===== src/rtl/scan_pkg.sv =====
package scan_pkg;
  typedef enum logic [1:0] {
    SQ_IDLE  = 2'd0,
    SQ_SHIFT = 2'd1,
    SQ_CAPT  = 2'd2
  } sq_state_t;
endpackage


===== src/rtl/scan_cell.sv =====
module scan_cell (
  input  logic clk,
  input  logic rst,
  input  logic shift,
  input  logic d_func,
  input  logic d_scan,
  output logic q
);
  always_ff @(posedge clk) begin
    if (rst) q <= 1'b0;
    else     q <= shift ? d_scan : d_func;
  end
endmodule


===== src/rtl/demo_logic.sv =====
module demo_logic #(
  parameter int LANE_W = 4,
  parameter int LANES  = 4
) (
  input  logic [LANE_W*LANES-1:0] st,
  input  logic [LANE_W-1:0]       din,
  output logic [LANE_W*LANES-1:0] nxt
);
  genvar i;
  generate
    for (i = 0; i < LANES; i++) begin : g_lane
      localparam int NB = (i + 1) % LANES;
      assign nxt[i*LANE_W +: LANE_W] = st[NB*LANE_W +: LANE_W] + (st[i*LANE_W +: LANE_W] ^ din);
    end
  endgenerate
endmodule


===== src/rtl/scan_sequencer.sv =====
module scan_sequencer
  import scan_pkg::*;
#(
  parameter int CHAIN = 16
) (
  input  logic             clk,
  input  logic             rst,
  input  logic             start,
  input  logic [CHAIN-1:0] pattern,
  input  logic [CHAIN-1:0] expect_v,
  input  logic             so,
  output logic             shift_o,
  output logic             si_o,
  output logic             busy_o,
  output logic             done_o,
  output logic             pass_o
);
  localparam int CW = (CHAIN > 1) ? $clog2(CHAIN) : 1;

  sq_state_t        state;
  logic [CW-1:0]    cnt;
  logic [CW-1:0]    idx;
  logic [CHAIN-1:0] pat_q, exp_now, exp_next;
  logic             armed, last, acc, bit_bad;

  assign idx     = CW'(CHAIN - 1) - cnt;
  assign si_o    = pat_q[idx];
  assign bit_bad = armed & (so != exp_now[idx]);
  assign shift_o = (state == SQ_SHIFT);
  assign busy_o  = (state != SQ_IDLE);

  always_ff @(posedge clk) begin
    if (rst) begin
      state    <= SQ_IDLE;
      cnt      <= '0;
      pat_q    <= '0;
      exp_now  <= '0;
      exp_next <= '0;
      armed    <= 1'b0;
      last     <= 1'b0;
      acc      <= 1'b0;
      done_o   <= 1'b0;
      pass_o   <= 1'b0;
    end else begin
      done_o <= 1'b0;
      case (state)
        SQ_IDLE: begin
          if (start) begin
            pat_q    <= pattern;
            exp_next <= expect_v;
            armed    <= 1'b0;
            last     <= 1'b0;
            cnt      <= '0;
            acc      <= 1'b0;
            state    <= SQ_SHIFT;
          end
        end
        SQ_SHIFT: begin
          acc <= acc | bit_bad;
          if (cnt == CW'(CHAIN - 1)) begin
            cnt    <= '0;
            done_o <= armed;
            if (armed) pass_o <= ~(acc | bit_bad);
            state  <= last ? SQ_IDLE : SQ_CAPT;
          end else begin
            cnt <= cnt + 1'b1;
          end
        end
        SQ_CAPT: begin
          armed   <= 1'b1;
          exp_now <= exp_next;
          acc     <= 1'b0;
          state   <= SQ_SHIFT;
          if (start) begin
            pat_q    <= pattern;
            exp_next <= expect_v;
            last     <= 1'b0;
          end else begin
            pat_q <= '0;
            last  <= 1'b1;
          end
        end
        default: state <= SQ_IDLE;
      endcase
    end
  end
endmodule


===== src/rtl/scan_wrap.sv =====
module scan_wrap #(
  parameter int LANE_W = 4,
  parameter int LANES  = 4
) (
  input  logic                     clk,
  input  logic                     rst,
  input  logic [LANE_W-1:0]        func_in,
  output logic [LANE_W*LANES-1:0]  state_out,
  input  logic                     scan_en,
  input  logic                     scan_in,
  output logic                     scan_out,
  input  logic                     seq_start,
  input  logic [LANE_W*LANES-1:0]  seq_pattern,
  input  logic [LANE_W*LANES-1:0]  seq_expect,
  output logic                     seq_busy,
  output logic                     seq_done,
  output logic                     seq_pass
);
  localparam int CHAIN = LANE_W * LANES;

  logic [CHAIN-1:0] chain_q, func_nxt;
  logic             chain_shift, chain_si, sq_shift, sq_si;

  demo_logic #(.LANE_W(LANE_W), .LANES(LANES)) u_logic (
    .st(chain_q), .din(func_in), .nxt(func_nxt)
  );

  scan_sequencer #(.CHAIN(CHAIN)) u_seq (
    .clk(clk), .rst(rst), .start(seq_start), .pattern(seq_pattern),
    .expect_v(seq_expect), .so(chain_q[CHAIN-1]), .shift_o(sq_shift),
    .si_o(sq_si), .busy_o(seq_busy), .done_o(seq_done), .pass_o(seq_pass)
  );

  assign chain_shift = seq_busy ? sq_shift : scan_en;
  assign chain_si    = seq_busy ? sq_si    : scan_in;

  genvar k;
  generate
    for (k = 0; k < CHAIN; k++) begin : g_cell
      if (k == 0) begin : g_head
        scan_cell u_cell (
          .clk(clk), .rst(rst), .shift(chain_shift), .d_func(func_nxt[k]),
          .d_scan(chain_si), .q(chain_q[k])
        );
      end else begin : g_body
        scan_cell u_cell (
          .clk(clk), .rst(rst), .shift(chain_shift), .d_func(func_nxt[k]),
          .d_scan(chain_q[k-1]), .q(chain_q[k])
        );
      end
    end
  endgenerate

  assign state_out = chain_q;
  assign scan_out  = chain_q[CHAIN-1];
endmodule


===== config.mk =====
export PLATFORM = sky130hd
export DESIGN_NAME = scan_wrap
export DESIGN_NICKNAME = d
export VERILOG_FILES = /design/src/rtl/scan_pkg.sv /design/src/rtl/scan_cell.sv /design/src/rtl/demo_logic.sv /design/src/rtl/scan_sequencer.sv /design/src/rtl/scan_wrap.sv
export SDC_FILE = /design/constraint.sdc
export NUM_CORES = 1
export LEC_CHECK = 0
export ABC_AREA = 1
export BUFFER_PORTS_ARGS = -buffer_cell sky130_fd_sc_hd__buf_2
export CAP_MARGIN = 20
export CORE_UTILIZATION = 40
export DETAILED_ROUTE_END_ITERATION = 7
export PLACE_DENSITY = 0.62
export SLEW_MARGIN = 10
export SYNTH_ARGS = -nofsm -noshare
export SYNTH_HDL_FRONTEND = slang
export SYNTH_SLANG_ARGS = --single-unit

===== constraint.sdc =====
create_clock -name clk -period 1.7 [get_ports clk]
set_clock_uncertainty 0.2 [all_clocks]
set_input_delay 0.255 -clock clk [delete_from_list [all_inputs] [get_ports clk]]
set_output_delay 0.255 -clock clk [all_outputs]
set_load 0.01 [all_outputs]

==> impl_metrics.env, run 1 <==
export IMPL_status="complete, but fails checks"
export IMPL_violations="negative setup slack"
export IMPL_clock_latency_ns=0.37
export IMPL_num_rows=34
export IMPL_gp_congestion=0.761
export IMPL_chipHeight_um=97.4
export IMPL_seq_area_frac_synth=0.413
export IMPL_path_max_fanout=2
export IMPL_path_delay_family="adder cells"
export IMPL_rsz0062_at_grt="true"
export IMPL_grt_max_degree=43
export IMPL_num_vias=3246
export IMPL_min_period_over_period=1.04
export IMPL_yosysUniqueCellTypes=33
export IMPL_fmax_mhz=564
export IMPL_final_core_util=0.563
export IMPL_synthFlopType="dfxtp_1"
export IMPL_wire_per_inst_um=13.4
export IMPL_overflow=0
export IMPL_leakagePower_nw=2.19
export IMPL_drt_iter0_drc=139
export IMPL_end_kind="flip-flop"
export IMPL_pre_cts_slack_ns=-0.164
export IMPL_hold_path_class="primary input to flip-flop"
export IMPL_synth_largest_area_cell="dfxtp_1"
export IMPL_initial_core_util=0.415
export IMPL_max_slew_margin=0.754
export IMPL_ioPinCount=61
export IMPL_crit_type="flip-flop to flip-flop"
export IMPL_nFillCells=803
export IMPL_arrival_ns=1.84
export IMPL_power_density_mw_per_mm2=1020
export IMPL_clock_sinks=75
export IMPL_max_slew_worst_pin_slew_ns=0.368
export IMPL_yosysTopAreaCellShare=0.413
export IMPL_async_flop_share=0
export IMPL_grt_total_usage=0.189
export IMPL_multi_input_comb_area_mm2=0.00195
export IMPL_diodes=0
export IMPL_worst_slack_ns=-0.0732
export IMPL_root_buffer="clkbuf_8"
export IMPL_dp_hpwl_mm=5.69
export IMPL_synth_fp_nets=524
export IMPL_postRouteWirelength_mm=9.05
export IMPL_critPathBufInv=0
export IMPL_dieArea_mm2=0.00948
export IMPL_finalNetCount=620
export IMPL_max_vdd_ir_drop_mv=0.408
export IMPL_final_seq_area_mm2=0.00152
export IMPL_maxSlewViolCount=0
export IMPL_area_growth_pct=35.7
export IMPL_setup_violations=2
export IMPL_crit_path_top_delay_cell="fa_2"
export IMPL_numCtsBuffers=9
export IMPL_period_needed_ns=1.77
export IMPL_grt_pass1_vias=3102
export IMPL_path_clk_slew_ns=0.09
export IMPL_antenna_found_initial=0
export IMPL_portBuffers=60
export IMPL_first_pass_iters=4
export IMPL_synth_edf_count=0
export IMPL_critical_path_max_stage_delay_ns=0.37
export IMPL_syn_inst=466
export IMPL_antenna_left=0
export IMPL_required_ns=1.77
export IMPL_synth_seq_cells=75
export IMPL_final_cell_area_mm2=0.00494
export IMPL_drive_gt1_frac=0.282
export IMPL_cts_tree="done"
export IMPL_synth_area_mm2=0.00364
export IMPL_dieWidth_um=97.4
export IMPL_vias_per_cell=4.81
export IMPL_maxCapViolations=0
export IMPL_cts_htree_levels=3
export IMPL_hold_viol_final=0
export IMPL_critPathLaunchType="flip-flop"
export IMPL_drc=0
export IMPL_cp_cell_sequence="xor2_2 > ha_4 > fa_2 > xnor2_2 > a211oi_1"
export IMPL_grt_pass1_wl_mm=14.6
export IMPL_synth_area_leaders="dfxtp_1 (41%), nor2_1 (6.8%), o21ai_0 (6.6%), nand2_1 (6.4%), a21oi_1 (6.1%)"
export IMPL_ys_warn_count=0
export IMPL_place_area_mm2=0.00409
export IMPL_avgSynthCellArea_um2=7.81
export IMPL_core_mm2=0.00876
export IMPL_cts_buffer_depth=2
cell families (layout without fill, tap and decap cells):
kind of cell / Yosys count / after routing / synth area share
buffers and inverters: 76 / 177 / 0.106
AOI/OAI and AO/OA: 118 / 118 / 0.177
xor gates and xnor gates: 25 / 25 / 0.0602
DFF: 75 / 75 / 0.413
and+or+nand+nor: 155 / 155 / 0.177
adders and majority gates: 17 / 17 / 0.0667
layer usage:
| metal | global-route usage | vias up | wire [µm] |
|---|---|---|---|
| met5 | 0 | - | 0 |
| met4 | 0.0848 | 0 | 187 |
| met3 | 0.0324 | 14 | 285 |
| met2 | 0.297 | 56 | 4310 |
| met1 | 0.255 | 1480 | 4260 |
| li1 | - | 1696 | - |
cell usage in the layout, fill, tap and decap left out, types with 6 or more instances in the layout:
cell type and instances:
dfxtp_1 66, nor2_1 65, nand2_1 60, buf_2 60, o21ai_0 47, a21oi_1 40, inv_1 33, dlygate4sd3_1 32
buf_4 26, nand3_1 15, xor2_1 12, clkbuf_8 9, o21ai_1 8, ha_1 7, dfxtp_2 6
path summary, 6_finish.rpt:
kind	end	slack, ns	depth (start not counted)	start
setup reg to reg	g_cell[2].g_body.u_cell.q	-0.07	5	g_cell[0].g_head.u_cell.q
setup / recovery	g_cell[2].g_body.u_cell.q	-0.07	5	g_cell[0].g_head.u_cell.q
hold / removal	g_cell[9].g_body.u_cell.q	0.06	4	rst
hold reg to reg	u_seq.state[1]	0.22	1	u_seq.last
power by group:
part	total [mW]	switching (mW)	internal (mW)
logic	1.12	0.568	0.550
registers	1.96	0.0898	1.87
clock network	1.98	0.707	1.27
flip-flops by register name (all words and copies together) (netlist names):
| register | count |
|---|---|
| u_seq.exp_next | 16 |
| u_seq.exp_now | 16 |
| u_seq.pat_q | 16 |
| g_cell.g_body.u_cell.q | 15 |
| u_seq.cnt | 4 |
| u_seq.state | 2 |
| g_cell.g_head.u_cell.q | 1 |
| u_seq.acc | 1 |
| u_seq.armed | 1 |
| u_seq.done_o | 1 |
| u_seq.last | 1 |
| u_seq.pass_o | 1 |
worst min-delay path, delay by kind of cell:
family,cells,cell delay [ns]
AOI/OAI and AO/OA,1,0.10
buffers and inverters,2,0.20
and+or+nand+nor,1,0.04
through the flow:
stage / power (mW) / hold WS (ns) / setup TNS [ns] / instances
final: 5.06 / 0.0596 / -0.144 / 675
after global routing: 5.30 / 0.0835 / -0.617 / 675
after CTS: 4.94 / 0.0518 / 0 / 672
after detailed placement: 2.90 / 0.210 / -1.37 / 623
after global placement: 2.88 / 0.216 / -0.900 / 623
after floorplan: 2.63 / 0.190 / -0.0198 / 466
cell type report:
type	instances	area share
Clock buffer	9	0.0251
Clock inverter	7	0.0332
Inverter	39	0.0327
Multi-Input combinational cell	315	0.394
Sequential cell	75	0.308
Tap cell	108	0.0274
Timing Repair Buffer	122	0.180
what timing repair did:
action                                  4_1_cts  5_1_grt
gates cloned                                  0        0
endpoints found under the setup margin        7       43
resized for setup                            12       36
hold buffers                                 32        0
endpoints found under the hold margin        32        0
pin swaps                                     6       27
buffers inserted                              1        3
synth_stat cells (2+ instances only):
cell and number:
dfxtp_1 75, nor2_1 66, nand2_1 62, o21ai_0 48
a21oi_1 44, inv_1 34, xor2_1 18, buf_4 17
nand3_1 17, ha_1 13, clkbuf_1 12, o21ai_1 7
xnor2_1 7, buf_2 5, o221ai_1 5, a211oi_1 4
a21o_1 4, fa_1 4, inv_2 4, nand3_2 3
o21bai_1 3, buf_6 2, nor2_2 2
Power figures use the tool's default switching activity.
==> run 2, diff against run 1 <==
==> constraint.sdc (replaced) <==
create_clock -name clk -period 1.7 [get_ports clk]
set_clock_uncertainty 0.2 [all_clocks]
set_input_delay 0.17 -clock clk [delete_from_list [all_inputs] [get_ports clk]]
set_output_delay 0.17 -clock clk [all_outputs]
set_load 0.01 [all_outputs]
==> run 2 against run 1 <==
  * The run still ends with negative setup slack left
  * Fmax is 3.7% higher
  * Sequential power barely moved
  * Hold slack lost 0.033 ns
  * Non-clock buffer count did not move
  * Register-to-register slack better by 0.06 ns
  * Sequential share of layout area is 1.2 points higher
  * Global-route usage up 0.067 points
  * Die area is the same
  * Critical endpoint is now g_cell[11].g_body.u_cell.q
==> impl_metrics.env, run 2 (synthesis gave the netlist of run 1 again) <==
export IMPL_dp_hpwl_mm=5.72
export IMPL_end_kind="flip-flop"
export IMPL_hold_viol_final=0
export IMPL_diodes=0
export IMPL_grt_total_usage=0.190
export IMPL_worst_slack_ns=-0.00949
export IMPL_chipHeight_um=97.4
export IMPL_finalNetCount=620
export IMPL_seq_power_share=0.453
export IMPL_dieArea_mm2=0.00948
export IMPL_max_slew_margin=0.746
export IMPL_postRouteWirelength_mm=8.62
export IMPL_top_regs="u_seq.exp_next x16, u_seq.exp_now x16, u_seq.pat_q x16"
export IMPL_final_common_cell="dfxtp_1"
export IMPL_fmax_mhz=585
export IMPL_path_delay_family="compound AO/OA/AOI/OAI gates"
export IMPL_drc=0
export IMPL_whs_ns=0.0269
export IMPL_first_pass_iters=4
export IMPL_antenna_left=0
export IMPL_grt_pass1_vias=3204
export IMPL_overflow=0
export IMPL_rrSetupSlack_ns=-0.009
export IMPL_multi_input_comb_area_mm2=0.00186
export IMPL_hold_path_class="primary input to flip-flop"
export IMPL_period_needed_ns=1.71
export IMPL_status="complete, but fails checks"
export IMPL_drive_gt1_frac=0.272
export IMPL_crit_path_end="g_cell[11].g_body.u_cell.q"
export IMPL_path_clk_slew_ns=0.08
export IMPL_max_vdd_ir_drop_mv=0.374
export IMPL_swShare=0.298
export IMPL_cp_cell_sequence="xor2_2 > ha_1 > a21o_1 > a21oi_2 > xor2_1 > o21bai_1 > inv_1"
export IMPL_tns_ns=-0.00949
export IMPL_leakagePower_nw=2.12
export IMPL_arrival_ns=1.75
export IMPL_cts_htree_levels=3
export IMPL_total_power_mw=4.32
export IMPL_r2r_start="g_cell[9].g_body.u_cell.q"
export IMPL_initial_core_util=0.415
export IMPL_max_slew_worst_pin_slew_ns=0.380
export IMPL_gp_congestion=0.755
export IMPL_min_period_over_period=1.01
export IMPL_wire_per_inst_um=12.8
export IMPL_critPathLaunchType="flip-flop"
export IMPL_num_vias=3308
export IMPL_cts_buffer_depth=2
export IMPL_critical_path_max_stage_delay_ns=0.37
export IMPL_num_rows=34
export IMPL_rsz0062_at_grt="true"
export IMPL_startpoint="g_cell[9].g_body.u_cell.q"
export IMPL_root_buffer="clkbuf_8"
export IMPL_drt_iter0_drc=138
export IMPL_portBuffers=60
export IMPL_critPathBufInv=1
export IMPL_switchingPower_mw=1.29
export IMPL_worst_path_stages=7
export IMPL_intPower_mw=3.04
export IMPL_dieWidth_um=97.4
export IMPL_nFillCells=824
export IMPL_power_density_mw_per_mm2=914
export IMPL_r2r_end="g_cell[11].g_body.u_cell.q"
export IMPL_grt_max_degree=36
export IMPL_maxCapViolations=0
export IMPL_r2r_cells=7
export IMPL_clock_latency_ns=0.35
export IMPL_area_growth_pct=30.0
export IMPL_clock_sinks=75
export IMPL_numCtsBuffers=9
export IMPL_core_mm2=0.00876
export IMPL_crit_type="flip-flop to flip-flop"
export IMPL_antenna_found_initial=0
export IMPL_vias_per_cell=4.90
export IMPL_grt_pass1_wl_mm=14.6
export IMPL_required_ns=1.74
export IMPL_layout_common_cells="dfxtp_1 (67), nor2_1 (65), nand2_1 (61), buf_2 (60), o21ai_0 (48)"
export IMPL_violations="negative setup slack"
export IMPL_path_max_fanout=5
export IMPL_crit_path_top_delay_cell="dfxtp_4"
export IMPL_setup_violations=1
export IMPL_clkPwrFrac=0.311
export IMPL_maxSlewViolCount=0
export IMPL_cts_tree="done"
export IMPL_final_seq_area_mm2=0.00151
export IMPL_ioPinCount=61
export IMPL_comb_power_share=0.235
run 2: changes by cell type in the layout (fill, tap and decap cells not counted), moves of 2 or more:
cell / change
bufinv_16: -4
ha_4: -4
a211oi_1: +2
a211oi_2: -2
buf_12: -2
buf_4: +2
clkinv_2: +2
clkinvlp_4: +2
dfxtp_4: -2
ha_1: +2
ha_2: +2
xnor2_1: +2
xnor2_2: -2
run 2: repair_timing:
item | in CTS | in global routing
hold endpoints to repair | 32 | 0
setup endpoints to repair | 6 | 49
hold buffers | 32 | 0
resized for setup | 9 | 27
pin swaps | 0 | 14
buffers inserted | 0 | 1
run 2: cell type report:
cell class | instances | area share
multi-input cells | 315 | 0.394
clock inverters | 7 | 0.0146
well taps | 108 | 0.0286
clock buffers | 9 | 0.0262
inverters | 39 | 0.0341
flip-flops and latches | 75 | 0.320
repair buffers | 122 | 0.182
run 2: per-layer routing:
metal  wire length, µm  vias to the layer above  share of wire  GRT usage
met5                 0                        -              0          0
met4               144                        0          0.017     0.0769
met3               362                       12          0.042     0.0317
met2              3900                       79           0.45      0.301
met1              4220                     1523           0.49      0.257
li1                  -                     1694              -          -
run 2: worst register-to-register path, cell delays in order (launching register included):
cell and delay (ns):
dfxtp_4 0.37, xor2_2 0.15, ha_1 0.28, a21o_1 0.17, a21oi_2 0.16, xor2_1 0.09
o21bai_1 0.14, inv_1 0.05
run 2: how the worst min path moves through the flow:
stage	start	slack [ns]	end	cells after the start
after global placement	seq_expect[0]	0.19	u_seq.exp_next[0]	3
after CTS	scan_in	0.01	g_cell[0].g_head.u_cell.q	5
after detailed placement	seq_expect[12]	0.19	u_seq.exp_next[12]	3
after floorplan	seq_expect[0]	0.10	u_seq.exp_next[0]	2
final	scan_in	0.03	g_cell[0].g_head.u_cell.q	5
after global routing	rst	0.02	u_seq.acc	3
run 2: power groups by stage:
stage	clock network [mW]	logic, mW	registers, mW
global route	1.47	1.14	1.98
global placement	0	0.884	1.99
floorplan	0	0.648	1.98
detailed placement	0	0.901	1.99
finish	1.35	1.02	1.96
CTS	1.38	0.981	1.95
run 2: stage by stage:
| stage | util | cell area [µm²] | std cells | setup slack, ns |
|---|---|---|---|---|
| after detailed placement | 0.468 | 4100 | 626 | -0.0901 |
| final | 0.540 | 4730 | 675 | -0.00949 |
| after floorplan | - | 3670 | 466 | -0.0198 |
| after global routing | 0.540 | 4730 | 675 | -0.0881 |
| after CTS | 0.529 | 4640 | 674 | -0.0261 |
| after global placement | 0.468 | 4100 | 626 | -0.0373 |
==> run 3, diff against run 2 <==
GPL_TIMING_DRIVEN = 0   (was not set)
PLACE_DENSITY = 0.6   (was 0.62)
clock period = 2.2 ns   (was 1.7 ns; I/O delays follow)
==> run 3 against run 2 <==
  * The run now ends clean
  * Wire length is 1.1% lower
  * Critical endpoint is now g_cell[7].g_body.u_cell.q
  * Sequential share of layout area is 0.72 points higher
  * Highest routed layer unchanged
  * Global-route usage hardly changed
  * Sequential cell count stayed put
==> impl_metrics.env, run 3 (synthesis gave the netlist of run 1 again) <==
export IMPL_status="finished clean"
export IMPL_dp_hpwl_mm=6.10
export IMPL_dieArea_mm2=0.00948
export IMPL_total_power_mw=3.27
export IMPL_finalNetCount=627
export IMPL_path_clk_slew_ns=0.08
export IMPL_leakagePower_nw=2.10
export IMPL_min_period_over_period=0.897
export IMPL_hold_depth=5
export IMPL_max_slew_margin=0.641
export IMPL_setup_violations=0
export IMPL_chipHeight_um=97.4
export IMPL_wire_per_inst_um=12.5
export IMPL_place_area_mm2=0.00407
export IMPL_antenna_found_initial=0
export IMPL_layout_common_cells="dfxtp_1 (75), nor2_1 (66), buf_2 (65), nand2_1 (62), o21ai_0 (48)"
export IMPL_first_pass_iters=4
export IMPL_rrSetupSlack_ns=0.23
export IMPL_area_growth_pct=26.1
export IMPL_final_cell_area_mm2=0.00459
export IMPL_root_buffer="clkbuf_8"
export IMPL_num_rows=34
export IMPL_power_density_mw_per_mm2=714
export IMPL_initial_core_util=0.415
export IMPL_overflow=0
export IMPL_cts_tree="done"
export IMPL_num_vias=3271
export IMPL_final_common_cell="dfxtp_1"
export IMPL_drc=0
export IMPL_maxSlewViolCount=0
export IMPL_cts_buffer_depth=2
export IMPL_max_vdd_ir_drop_mv=0.447
export IMPL_fmax_mhz=507
export IMPL_grt_pass1_vias=3191
export IMPL_rsz0062_at_grt="false"
export IMPL_postRouteWirelength_mm=8.53
export IMPL_grt_pass1_wl_mm=14.8
export IMPL_layoutNonFillerInstCount=682
export IMPL_whs_ns=0.0458
export IMPL_diodes=0
export IMPL_clock_sinks=75
export IMPL_arrival_ns=2.01
export IMPL_pre_cts_slack_ns=0.245
export IMPL_worst_slack_ns=0.226
export IMPL_min_from="scan_in"
export IMPL_top_regs="u_seq.exp_next x16, u_seq.exp_now x16, u_seq.pat_q x16"
export IMPL_nFillCells=888
export IMPL_r2r_start="g_cell[5].g_body.u_cell.q"
export IMPL_hold_path_class="primary input to flip-flop"
export IMPL_antenna_left=0
export IMPL_gp_congestion=0.806
export IMPL_cts_htree_levels=3
export IMPL_path_max_fanout=5
export IMPL_tns_ns=0
export IMPL_r2r_end="g_cell[7].g_body.u_cell.q"
export IMPL_placedCellCount=634
export IMPL_postCtsSetupBuffers=0
export IMPL_end_kind="flip-flop"
export IMPL_final_seq_area_mm2=0.00150
export IMPL_core_mm2=0.00876
export IMPL_critPathLaunchType="flip-flop"
export IMPL_crit_type="flip-flop to flip-flop"
export IMPL_min_to="g_cell[0].g_head.u_cell.q"
export IMPL_hold_viol_final=0
export IMPL_dieWidth_um=97.4
export IMPL_drt_iter0_drc=95
export IMPL_period_needed_ns=1.97
export IMPL_required_ns=2.24
export IMPL_ioPinCount=61
export IMPL_portBuffers=60
export IMPL_r2r_cells=7
export IMPL_max_slew_worst_pin_slew_ns=0.538
export IMPL_maxCapViolations=0
export IMPL_clock_latency_ns=0.35
export IMPL_multi_input_comb_area_mm2=0.00175
export IMPL_grt_total_usage=0.190
export IMPL_drive_gt1_frac=0.199
export IMPL_grt_max_degree=14
export IMPL_vias_per_cell=4.80
export IMPL_numCtsBuffers=9
export IMPL_final_core_util=0.523
-- run 3: timing repair --
item / 4_1_cts / 5_1_grt
gates resized for setup: 0 / 0
hold buffers: 32 / 0
hold endpoints to repair: 32 / 0
-- run 3: metal layers --
metal | vias to the layer above | GRT usage | wire (µm)
met5 | - | 0 | 0
met1 | 1482 | 0.260 | 4180
li1 | 1715 | - | -
met3 | 6 | 0.0432 | 394
met4 | 0 | 0.0498 | 48
met2 | 68 | 0.303 | 3910
-- run 3: how the worst max path moves through the flow --
stage	end	cells past startpoint	start	slack, ns
finish	g_cell[7].g_body.u_cell.q	7	g_cell[5].g_body.u_cell.q	0.23
global route	g_cell[7].g_body.u_cell.q	7	g_cell[5].g_body.u_cell.q	0.06
CTS	g_cell[7].g_body.u_cell.q	7	g_cell[5].g_body.u_cell.q	0.22
detailed placement	g_cell[7].g_body.u_cell.q	7	g_cell[5].g_body.u_cell.q	0.25
global placement	g_cell[7].g_body.u_cell.q	7	g_cell[5].g_body.u_cell.q	0.27
floorplan	g_cell[7].g_body.u_cell.q	7	g_cell[5].g_body.u_cell.q	0.43
-- run 3: final cells by class --
class | instances | area share
sequential | 75 | 0.327
timing repair buffer | 92 | 0.135
clock buffer | 9 | 0.0270
clock inverter | 7 | 0.0150
inverter | 39 | 0.0330
tap | 108 | 0.0295
buffer | 37 | 0.0513
multi-input combinational | 315 | 0.382
-- run 3: worst max-delay path, stage by stage, from the launching register on --
cell      delay, ns
dfxtp_1        0.45
xor2_1         0.28
ha_1           0.28
a21o_1         0.15
a21oi_1        0.20
nor2_1         0.08
o221ai_1       0.17
inv_1          0.06
-- run 3: power breakdown --
| group | total (mW) | switching, mW | internal (mW) |
|---|---|---|---|
| clock network | 1.05 | 0.526 | 0.519 |
| logic | 0.707 | 0.358 | 0.349 |
| registers | 1.52 | 0.0803 | 1.44 |
| total | 3.27 | 0.964 | 2.31 |
